<file path="src/rtl/clkstop_pkg.sv">
package clkstop_pkg;

    // per-pair generator state
    typedef struct packed {
        logic tgl;   // true output level
        logic park;  // pair frozen high
    } pair_st_t;

    // request synchronizer state
    typedef struct packed {
        logic ref_ph; // free-running reference toggle
        logic s1;     // first capture stage (active-low level)
        logic s2;     // second capture stage (active-low level)
    } sync_st_t;

    localparam sync_st_t SYNC_RST = '{ref_ph: 1'b0, s1: 1'b1, s2: 1'b1};
    localparam pair_st_t PAIR_RST = '{tgl: 1'b0, park: 1'b0};

endpackage

</file>
<file path="src/rtl/clkstop_sync.sv">
module clkstop_sync
    import clkstop_pkg::*;
(
    input  logic clk,
    input  logic rst_n,
    input  logic stop_n,
    output logic stop_req
);

    sync_st_t st_q, st_d;

    always_comb begin
        st_d        = st_q;
        st_d.ref_ph = ~st_q.ref_ph;
        // advance only when the reference complement is about to rise
        if (st_q.ref_ph) begin
            st_d.s1 = stop_n;
            st_d.s2 = st_q.s1;
        end
    end

    always_ff @(posedge clk) begin
        if (!rst_n) st_q <= SYNC_RST;
        else        st_q <= st_d;
    end

    assign stop_req = ~st_q.s2;

    // stages hold between reference complement rising edges
    a_r3_hold_between_edges: assert property (@(posedge clk) disable iff (!rst_n)
        !st_q.ref_ph |=> ($stable(st_q.s1) && $stable(st_q.s2)));

    // second stage only takes what the first stage held
    a_r3_two_stage: assert property (@(posedge clk) disable iff (!rst_n)
        (st_q.ref_ph && $past(rst_n)) |=> (st_q.s2 == $past(st_q.s1)));

endmodule

</file>
<file path="src/rtl/clkstop_mask.sv">
module clkstop_mask #(
    parameter int NPAIRS = 4
) (
    input  logic              clk,
    input  logic              rst_n,
    input  logic              stop_req,
    input  logic              cfg_we,
    input  logic [NPAIRS-1:0] cfg_data,
    output logic [NPAIRS-1:0] mask
);

    localparam logic [NPAIRS-1:0] MASK_RST = '1;

    typedef struct packed {
        logic [NPAIRS-1:0] bits;
    } mask_st_t;

    mask_st_t mask_q, mask_d;

    always_comb begin
        mask_d = mask_q;
        if (cfg_we) begin
            if (stop_req) mask_d.bits = mask_q.bits & cfg_data; // clear only
            else          mask_d.bits = cfg_data;
        end
    end

    always_ff @(posedge clk) begin
        if (!rst_n) mask_q.bits <= MASK_RST;
        else        mask_q      <= mask_d;
    end

    assign mask = mask_q.bits;

    // no bit may become set while a stop is in force
    a_r10_no_set_in_stop: assert property (@(posedge clk) disable iff (!rst_n)
        stop_req |=> ((mask_q.bits & ~$past(mask_q.bits)) == '0));

    // without a write the mask is stable
    a_r10_hold: assert property (@(posedge clk) disable iff (!rst_n)
        !cfg_we |=> $stable(mask_q.bits));

endmodule

</file>
<file path="src/rtl/clkstop_pair.sv">
module clkstop_pair
    import clkstop_pkg::*;
(
    input  logic clk,
    input  logic rst_n,
    input  logic stop_en,
    output logic ck_t,
    output logic ck_c,
    output logic parked
);

    pair_st_t st_q, st_d;

    always_comb begin
        st_d = st_q;
        if (st_q.park) begin
            // leave park by starting a full low phase
            if (!stop_en) begin
                st_d.tgl  = 1'b0;
                st_d.park = 1'b0;
            end
        end else begin
            st_d.tgl = ~st_q.tgl;
            // freeze just as the true output rises
            if (stop_en && !st_q.tgl) st_d.park = 1'b1;
        end
    end

    always_ff @(posedge clk) begin
        if (!rst_n) st_q <= PAIR_RST;
        else        st_q <= st_d;
    end

    assign ck_t   = st_q.tgl;
    assign ck_c   = ~st_q.tgl;
    assign parked = st_q.park;

    // a parked pair sits with the true output high
    a_r5_park_high: assert property (@(posedge clk) disable iff (!rst_n)
        st_q.park |-> st_q.tgl);

    // a low phase never lasts two cycles
    a_r6_low_one_cycle: assert property (@(posedge clk) disable iff (!rst_n)
        !st_q.tgl |=> st_q.tgl);

    // park is entered only from a low phase
    a_r6_enter_on_rise: assert property (@(posedge clk) disable iff (!rst_n)
        (!st_q.park && stop_en && !st_q.tgl) |=> st_q.park);

    // leaving park starts with a falling true output
    a_r7_leave_falling: assert property (@(posedge clk) disable iff (!rst_n)
        (st_q.park && !stop_en) |=> (!st_q.park && !st_q.tgl));

endmodule

</file>
<file path="src/rtl/clkstop_ctrl.sv">
module clkstop_ctrl #(
    parameter int NPAIRS = 4
) (
    input  logic              clk,
    input  logic              rst_n,
    input  logic              stop_n,
    input  logic              cfg_we,
    input  logic [NPAIRS-1:0] cfg_data,
    output logic [NPAIRS-1:0] clk_t,
    output logic [NPAIRS-1:0] clk_c,
    output logic [NPAIRS-1:0] parked
);

    logic              stop_req;
    logic [NPAIRS-1:0] mask;

    clkstop_sync u_sync (
        .clk      (clk),
        .rst_n    (rst_n),
        .stop_n   (stop_n),
        .stop_req (stop_req)
    );

    clkstop_mask #(.NPAIRS(NPAIRS)) u_mask (
        .clk      (clk),
        .rst_n    (rst_n),
        .stop_req (stop_req),
        .cfg_we   (cfg_we),
        .cfg_data (cfg_data),
        .mask     (mask)
    );

    for (genvar g = 0; g < NPAIRS; g++) begin : g_pair
        clkstop_pair u_pair (
            .clk     (clk),
            .rst_n   (rst_n),
            .stop_en (stop_req & mask[g]),
            .ck_t    (clk_t[g]),
            .ck_c    (clk_c[g]),
            .parked  (parked[g])
        );

        // a pair outside the mask is running on the next cycle
        a_r4_unmasked_runs: assert property (@(posedge clk) disable iff (!rst_n)
            !mask[g] |=> !parked[g]);

        // a running pair inverts its true output each edge
        a_r2_running_toggles: assert property (@(posedge clk) disable iff (!rst_n)
            (!parked[g] && !(stop_req && mask[g] && !clk_t[g])) |=> (clk_t[g] != $past(clk_t[g])));
    end

endmodule

</file>
<file path="config.mk">
export PLATFORM = sky130hd
export DESIGN_NAME = clkstop_ctrl
export DESIGN_NICKNAME = d
export VERILOG_FILES = /design/src/rtl/clkstop_pkg.sv /design/src/rtl/clkstop_sync.sv /design/src/rtl/clkstop_mask.sv /design/src/rtl/clkstop_pair.sv /design/src/rtl/clkstop_ctrl.sv
export SDC_FILE = /design/constraint.sdc
export NUM_CORES = 1
export LEC_CHECK = 0
export ABC_AREA = 1
export BUFFER_PORTS_ARGS = -buffer_cell sky130_fd_sc_hd__buf_4
export CAP_MARGIN = 0
export CORE_AREA = 5 5 50 52
export CTS_CLUSTER_DIAMETER = 30
export CTS_CLUSTER_SIZE = 12
export DETAILED_ROUTE_END_ITERATION = 6
export DIE_AREA = 0 0 55 57
export HOLD_SLACK_MARGIN = 0.12
export PLACE_DENSITY = 0.65
export SLEW_MARGIN = 15
export SYNTH_ARGS = -nofsm -noshare
export SYNTH_HDL_FRONTEND = slang
export SYNTH_SLANG_ARGS = --single-unit
</file>
<file path="constraint.sdc">
create_clock -name clk -period 2.5 [get_ports clk]
set_clock_uncertainty 0.2 [all_clocks]
set_input_delay 0.5 -clock clk [delete_from_list [all_inputs] [get_ports clk]]
set_output_delay 0.5 -clock clk [all_outputs]
set_load 0.05 [all_outputs]
</file>
==> reports/metrics.yaml, run 1 <==
worstPathRequired_ns: 1.80
netlist_area_um2: 646
io_buffers: 19
grt_start_max_net_pins: 10
power.density_nw_per_um2: 693
crit_chain: "inv_1 > buf_4"
cp_slowest_stage_delay_ns: 0.38
route.detailed.drc: 0
final_area_um2: 748
pre_cts_slack_ns: 1.21
cts_root_buffer: "clkbuf_4"
yosys_warnings: 0
crit_slowest_cell: "dfxtp_1"
ir_worst_vdd_uv: 358
r2r_cells: 4
start_util_pct: 31.3
clk_latency_ns: 0.28
rows: 17
maxSlewHeadroom_pct: 89.7
r2r-start: "u_sync.st_q[0]"
rsz0062_at_grt: "no"
final_common_cell: "nand2_1"
grt_util_all_layers_pct: 8.20
timing.rr.end: "u_mask.mask[3]"
finalMaxSlewViolations: 0
htreeDepth: 1
post-cts-setup-buffer-count: 0
antennaDiodeCount: 0
syn-num-nets: 94
setup_viol: 0
cp-endpoint: "clk_c[2]"
worst_slew_pin_slew_ns: 0.155
drive_above_1_share_pct: 26.0
die_w_um: 55
via_count: 491
cts_hold_buf: 0
first_pass_iters: 2
dieHeight_um: 57
reg2reg_slack_ns: 1.56
gp_congestion: 0.671
drtIter0Drc: 11
fin_nets: 105
grt_pass1_wl_mm: 1.81
crit_path_end_kind: "primary output"
area_growth_pct: 15.9
core_um2: 2060
drtAntennaViolNets: 0
synth-seq-area-share_pct: 46.5
dieArea_um2: 3140
numCtsBuffers: 3
setup_ws_ns: 0.911
cap_violations: 0
fin_crit_sh_pct: 63.6
fin_crit_ns: 1.59
via_per_inst: 3.96
cp_data_arrival_time_ns: 0.89
placed_area_um2: 722
routedWlPerCell_um: 8.56
clock_sinks: 15
layout_common_cells: "nand2_1 (21), buf_4 (19), dfxtp_1 (15)"
synth_cell_types: 13
cts_tree: "built"
finalPower_mw: 0.518
startpoint_type: "flip-flop"
crit_cells: 2
hold_viol_final: 0
clockBufferDepth: 2
status: "completed"
fillers: 229
ys_seq_elements: 15
antenna_found_initial: 0
worst_hold_slack_ns: 0.233
cts.reportedPaths.clkPinSlew_ns: 0.08
grt-ovfl-total: 0
critPathTopFamily: "flip-flops"
crit_fanout: 4
tns_ns: 0
routed_wl_mm: 1.06
max_freq_ghz: 0.629
critical_path_class: "flip-flop to primary output"
crit_start: "g_pair[2].u_pair.ck_t"
p_leak_nw: 0.379
dp_hpwl_um: 857
ctsResizeCount: 0
syn_avg_cell_area_um2: 7.51
hold_path_class: "input port to flip-flop"
timing.critical_path.buf_inv: 2
synth_cells: 86
grt_pass1_vias: 420
ios: 20
## how the worst min path moves through the flow
stage / slack [ns] / end / cells past startpoint / from
final: 0.23 / u_mask.mask[3] / 3 / cfg_data[3]
after global routing: 0.21 / u_mask.mask[0] / 3 / cfg_data[0]
after CTS: 0.23 / u_mask.mask[0] / 3 / cfg_data[0]
after detailed placement: 0.25 / g_pair[3].u_pair.parked / 2 / u_mask.mask[3]
after global placement: 0.24 / g_pair[3].u_pair.ck_t / 1 / g_pair[3].u_pair.parked
after floorplan: 0.23 / g_pair[1].u_pair.ck_t / 1 / g_pair[1].u_pair.parked
## cell families after synthesis
kind of cell	count (synthesis)	share of synthesized area, %
flops	15	46.5
simple gates	30	18.2
compound gates	12	9.88
buf+inv	29	25.4
## cell usage after synthesis
| master | instances | area (µm²) |
|---|---|---|
| dfxtp_1 | 15 | 300 |
| a21oi_1 | 5 | 25.0 |
| buf_6 | 1 | 11.3 |
| nand3_1 | 4 | 20.0 |
| inv_1 | 14 | 52.6 |
| o21ai_1 | 2 | 10.0 |
| a21oi_2 | 1 | 8.76 |
| nand2_1 | 21 | 78.8 |
| nor2_1 | 5 | 18.8 |
| o21ai_0 | 4 | 20.0 |
| inv_4 | 1 | 6.26 |
| buf_4 | 12 | 90.1 |
| inv_2 | 1 | 3.75 |
## state kept, by name, summed over array words and instances, names as in the netlist
signal	count
g_pair.u_pair.parked	4
u_mask.mask	4
g_pair.u_pair.ck_t	4
u_sync.st_q	3
## through the flow
| stage | util (%) | cells |
|---|---|---|
| 2_1_floorplan | - | 86 |
| 3_3_place_gp | 35.0 | 120 |
| 3_5_place_dp | 35.0 | 120 |
| 4_1_cts | 36.3 | 124 |
| 5_1_grt | 36.3 | 124 |
| 6_report | 36.3 | 124 |
## metal layers
metal  share of wire, %  global-route usage (%)  up-vias
li1                   -                       -      266
met1                 41                    9.98      210
met2                 48                    11.0       15
met3                 11                    6.01        0
met4                  0                    3.13        0
met5                  0                       0        -
## tightest hold or removal path, stage by stage
cell	delay, ns
buf_4	0.08
o21ai_0	0.06
nand2_1	0.05
## where the power goes
group	switching, mW	internal [mW]
combinational	0.0808	0.0381
sequential	0.0129	0.255
clock	0.0697	0.0619
## area by class of cell
class                           count  area [µm²]  share of cell area (%)
Sequential cell                    15         300                    40.1
Multi-Input combinational cell     42         181                    24.2
Timing Repair Buffer               19         143                    19.1
Inverter                           16        62.6                    8.36
Tap cell                           28        35.0                    4.68
Clock buffer                        4        26.3                    3.51
(Power assumes the default switching activity.)
==> run 2: changes to the inputs <==
--- a/config.mk
+++ b/config.mk
@@ -5,7 +5,7 @@
 export SDC_FILE = /design/constraint.sdc
 export NUM_CORES = 1
 export LEC_CHECK = 0
-export ABC_AREA = 1
+export ABC_AREA = 0
 export BUFFER_PORTS_ARGS = -buffer_cell sky130_fd_sc_hd__buf_4
 export CAP_MARGIN = 0
 export CORE_AREA = 5 5 50 52
@@ -14,7 +14,7 @@
 export DETAILED_ROUTE_END_ITERATION = 6
 export DIE_AREA = 0 0 55 57
 export HOLD_SLACK_MARGIN = 0.12
-export PLACE_DENSITY = 0.65
+export PLACE_DENSITY = 0.66
 export SLEW_MARGIN = 15
 export SYNTH_ARGS = -nofsm -noshare
 export SYNTH_HDL_FRONTEND = slang
==> constraint.sdc (replaced) <==
create_clock -name clk -period 1.59 [get_ports clk]
set_clock_uncertainty 0.2 [all_clocks]
set_input_delay 0.318 -clock clk [delete_from_list [all_inputs] [get_ports clk]]
set_output_delay 0.318 -clock clk [all_outputs]
set_load 0.05 [all_outputs]
==> run 2 against run 1 <==
Via count decreased by 2.4%. Setup slack got worse by 0.77 ns. Sequential share of layout area decreased by 3.2 points. Global-route usage increased by 1.1 points. Final area increased by 8.7%. Synthesized cell count decreased by 22%.
==> reports/metrics.yaml, run 2 <==
status: "completed"
synth-xor-area-share_pct: 0
synth_top_area_share_pct: 45.9
synth_edf_count: 0
grt_pass1_wl_mm: 2.17
first_pass_iters: 3
hold_viol_final: 0
netlist_area_um2: 654
synth_top_cell_by_area: "dfxtp_1"
synth_common_cells: "dfxtp_1 (15), buf_4 (12), nor2b_1 (5)"
synth.most_common_cell: "dfxtp_1"
synth_cell_types: 15
crit_path_end_kind: "primary output"
synth_flop_cell: "dfxtp_1"
antennaDiodeCount: 0
synth_compound_area_share_pct: 16.8
cts_hold_buf: 6
routedWlPerCell_um: 11.3
route.detailed.drc: 0
area_growth_pct: 24.3
numCtsBuffers: 3
fin_cells: 110
rsz0062_at_grt: "no"
gp_congestion: 0.715
synth-simple-area-share_pct: 15.7
die_w_um: 55
ios: 20
max_freq_ghz: 0.691
cts_root_buffer: "clkbuf_4"
cts.reportedPaths.clkPinSlew_ns: 0.09
synth.area.top_cells: "dfxtp_1 (46%), buf_4 (14%), and4b_1 (6.1%)"
synth_top_family_by_area: "buffers and inverters"
fin_crit_ns: 1.45
routed_wl_mm: 1.24
ys_async_sr_fraction_pct: 0
syn-num-nets: 75
hold_path_class: "input port to flip-flop"
clockBufferDepth: 2
cts_tree: "built"
io_buffers: 19
final_util_pct: 39.4
tns_ns: 0
synth_cells: 67
dieArea_um2: 3140
syn_avg_cell_area_um2: 9.77
core_um2: 2060
grt-ovfl-total: 0
cp_slowest_stage_delay_ns: 0.39
setup_viol: 0
grt_start_max_net_pins: 13
via_count: 479
cp_data_arrival_time_ns: 0.93
htreeDepth: 1
yosys_warnings: 0
layout_common_cells: "buf_4 (19), dfxtp_1 (15), dlygate4sd3_1 (6)"
crit_slowest_cell: "dfxtp_1"
pre_cts_slack_ns: 0.394
drtIter0Drc: 8
yosys.area_share.adder_pct: 0
clock_sinks: 15
worst_slew_pin_slew_ns: 0.266
finalMaxSlewViolations: 0
synth-seq-area-share_pct: 45.9
ctsResizeCount: 0
startpoint_type: "flip-flop"
drive_above_1_share_pct: 29.3
worstPathRequired_ns: 1.07
setup_ws_ns: 0.142
clk_latency_ns: 0.28
drtAntennaViolNets: 0
ir_worst_vdd_uv: 458
grt_pass1_vias: 486
fin_crit_sh_pct: 91.1
crit_chain: "inv_1 > buf_4"
antenna_found_initial: 0
via_per_inst: 4.35
dp_cells: 100
grt_util_all_layers_pct: 9.29
final_common_cell: "buf_4"
cap_violations: 0
ys_seq_elements: 15
rows: 17
critical_path_class: "flip-flop to primary output"
synthMuxAreaShare_pct: 3.06
fin_nets: 91
maxSlewHeadroom_pct: 82.3
start_util_pct: 31.7
p_leak_nw: 0.397
power.density_nw_per_um2: 947
dieHeight_um: 57
dp_hpwl_um: 900
post-cts-setup-buffer-count: 0
crit_fanout: 4
-- run 2: cells by family after synthesis --
kind of cell	Yosys count
AND/OR/NAND/NOR	16
multiplexers	2
AO/OA/AOI/OAI	16
flip-flops	15
buffers and inverters	18
-- run 2: power by group --
group	switching, mW	internal [mW]
logic	0.0888	0.0586
clock network	0.118	0.0932
registers	0.0170	0.394
-- run 2: metrics by stage --
| stage | instance area, µm² | total power [mW] | hold slack, ns |
|---|---|---|---|
| floorplan | 654 | 0.531 | 0.239 |
| global placement | 726 | 0.554 | 0.252 |
| detailed placement | 726 | 0.557 | 0.250 |
| CTS | 813 | 0.777 | 0.176 |
| global route | 813 | 0.808 | 0.193 |
| finish | 813 | 0.770 | 0.181 |
-- run 2: routing by layer --
layer  global-route usage (%)  vias to the layer above  share of wire [%]
li1                         -                      248                  -
met1                     12.6                      212                 48
met2                     13.5                       17                 42
met3                     2.61                        2                9.3
met4                     4.17                        0                1.0
met5                        0                        -                  0
-- run 2: final cells by class --
cell class	count	area, µm²
Tap cell	28	35.0
Timing Repair Buffer	25	203
Inverter	4	15.0
Sequential cell	15	300
Clock buffer	3	22.5
Clock inverter	1	5.00
Multi-Input combinational cell	34	233
Fill cell	215	1250
-- run 2: worst max-delay path: cells and delay by family, from the launching register on --
family / cells / cell delay, ns
buffers and inverters: 2 / 0.27
DFF: 1 / 0.39
-- run 2: final timing paths --
| kind | start | end | slack (ns) | cells past startpoint |
|---|---|---|---|---|
| hold / removal | cfg_we | u_mask.mask[2] | 0.18 | 3 |
| setup reg to reg | u_sync.st_q[0] | g_pair[1].u_pair.parked | 0.37 | 2 |
| setup / recovery | g_pair[3].u_pair.ck_t | clk_c[3] | 0.14 | 2 |
| hold reg to reg | u_mask.mask[3] | g_pair[3].u_pair.parked | 0.26 | 1 |
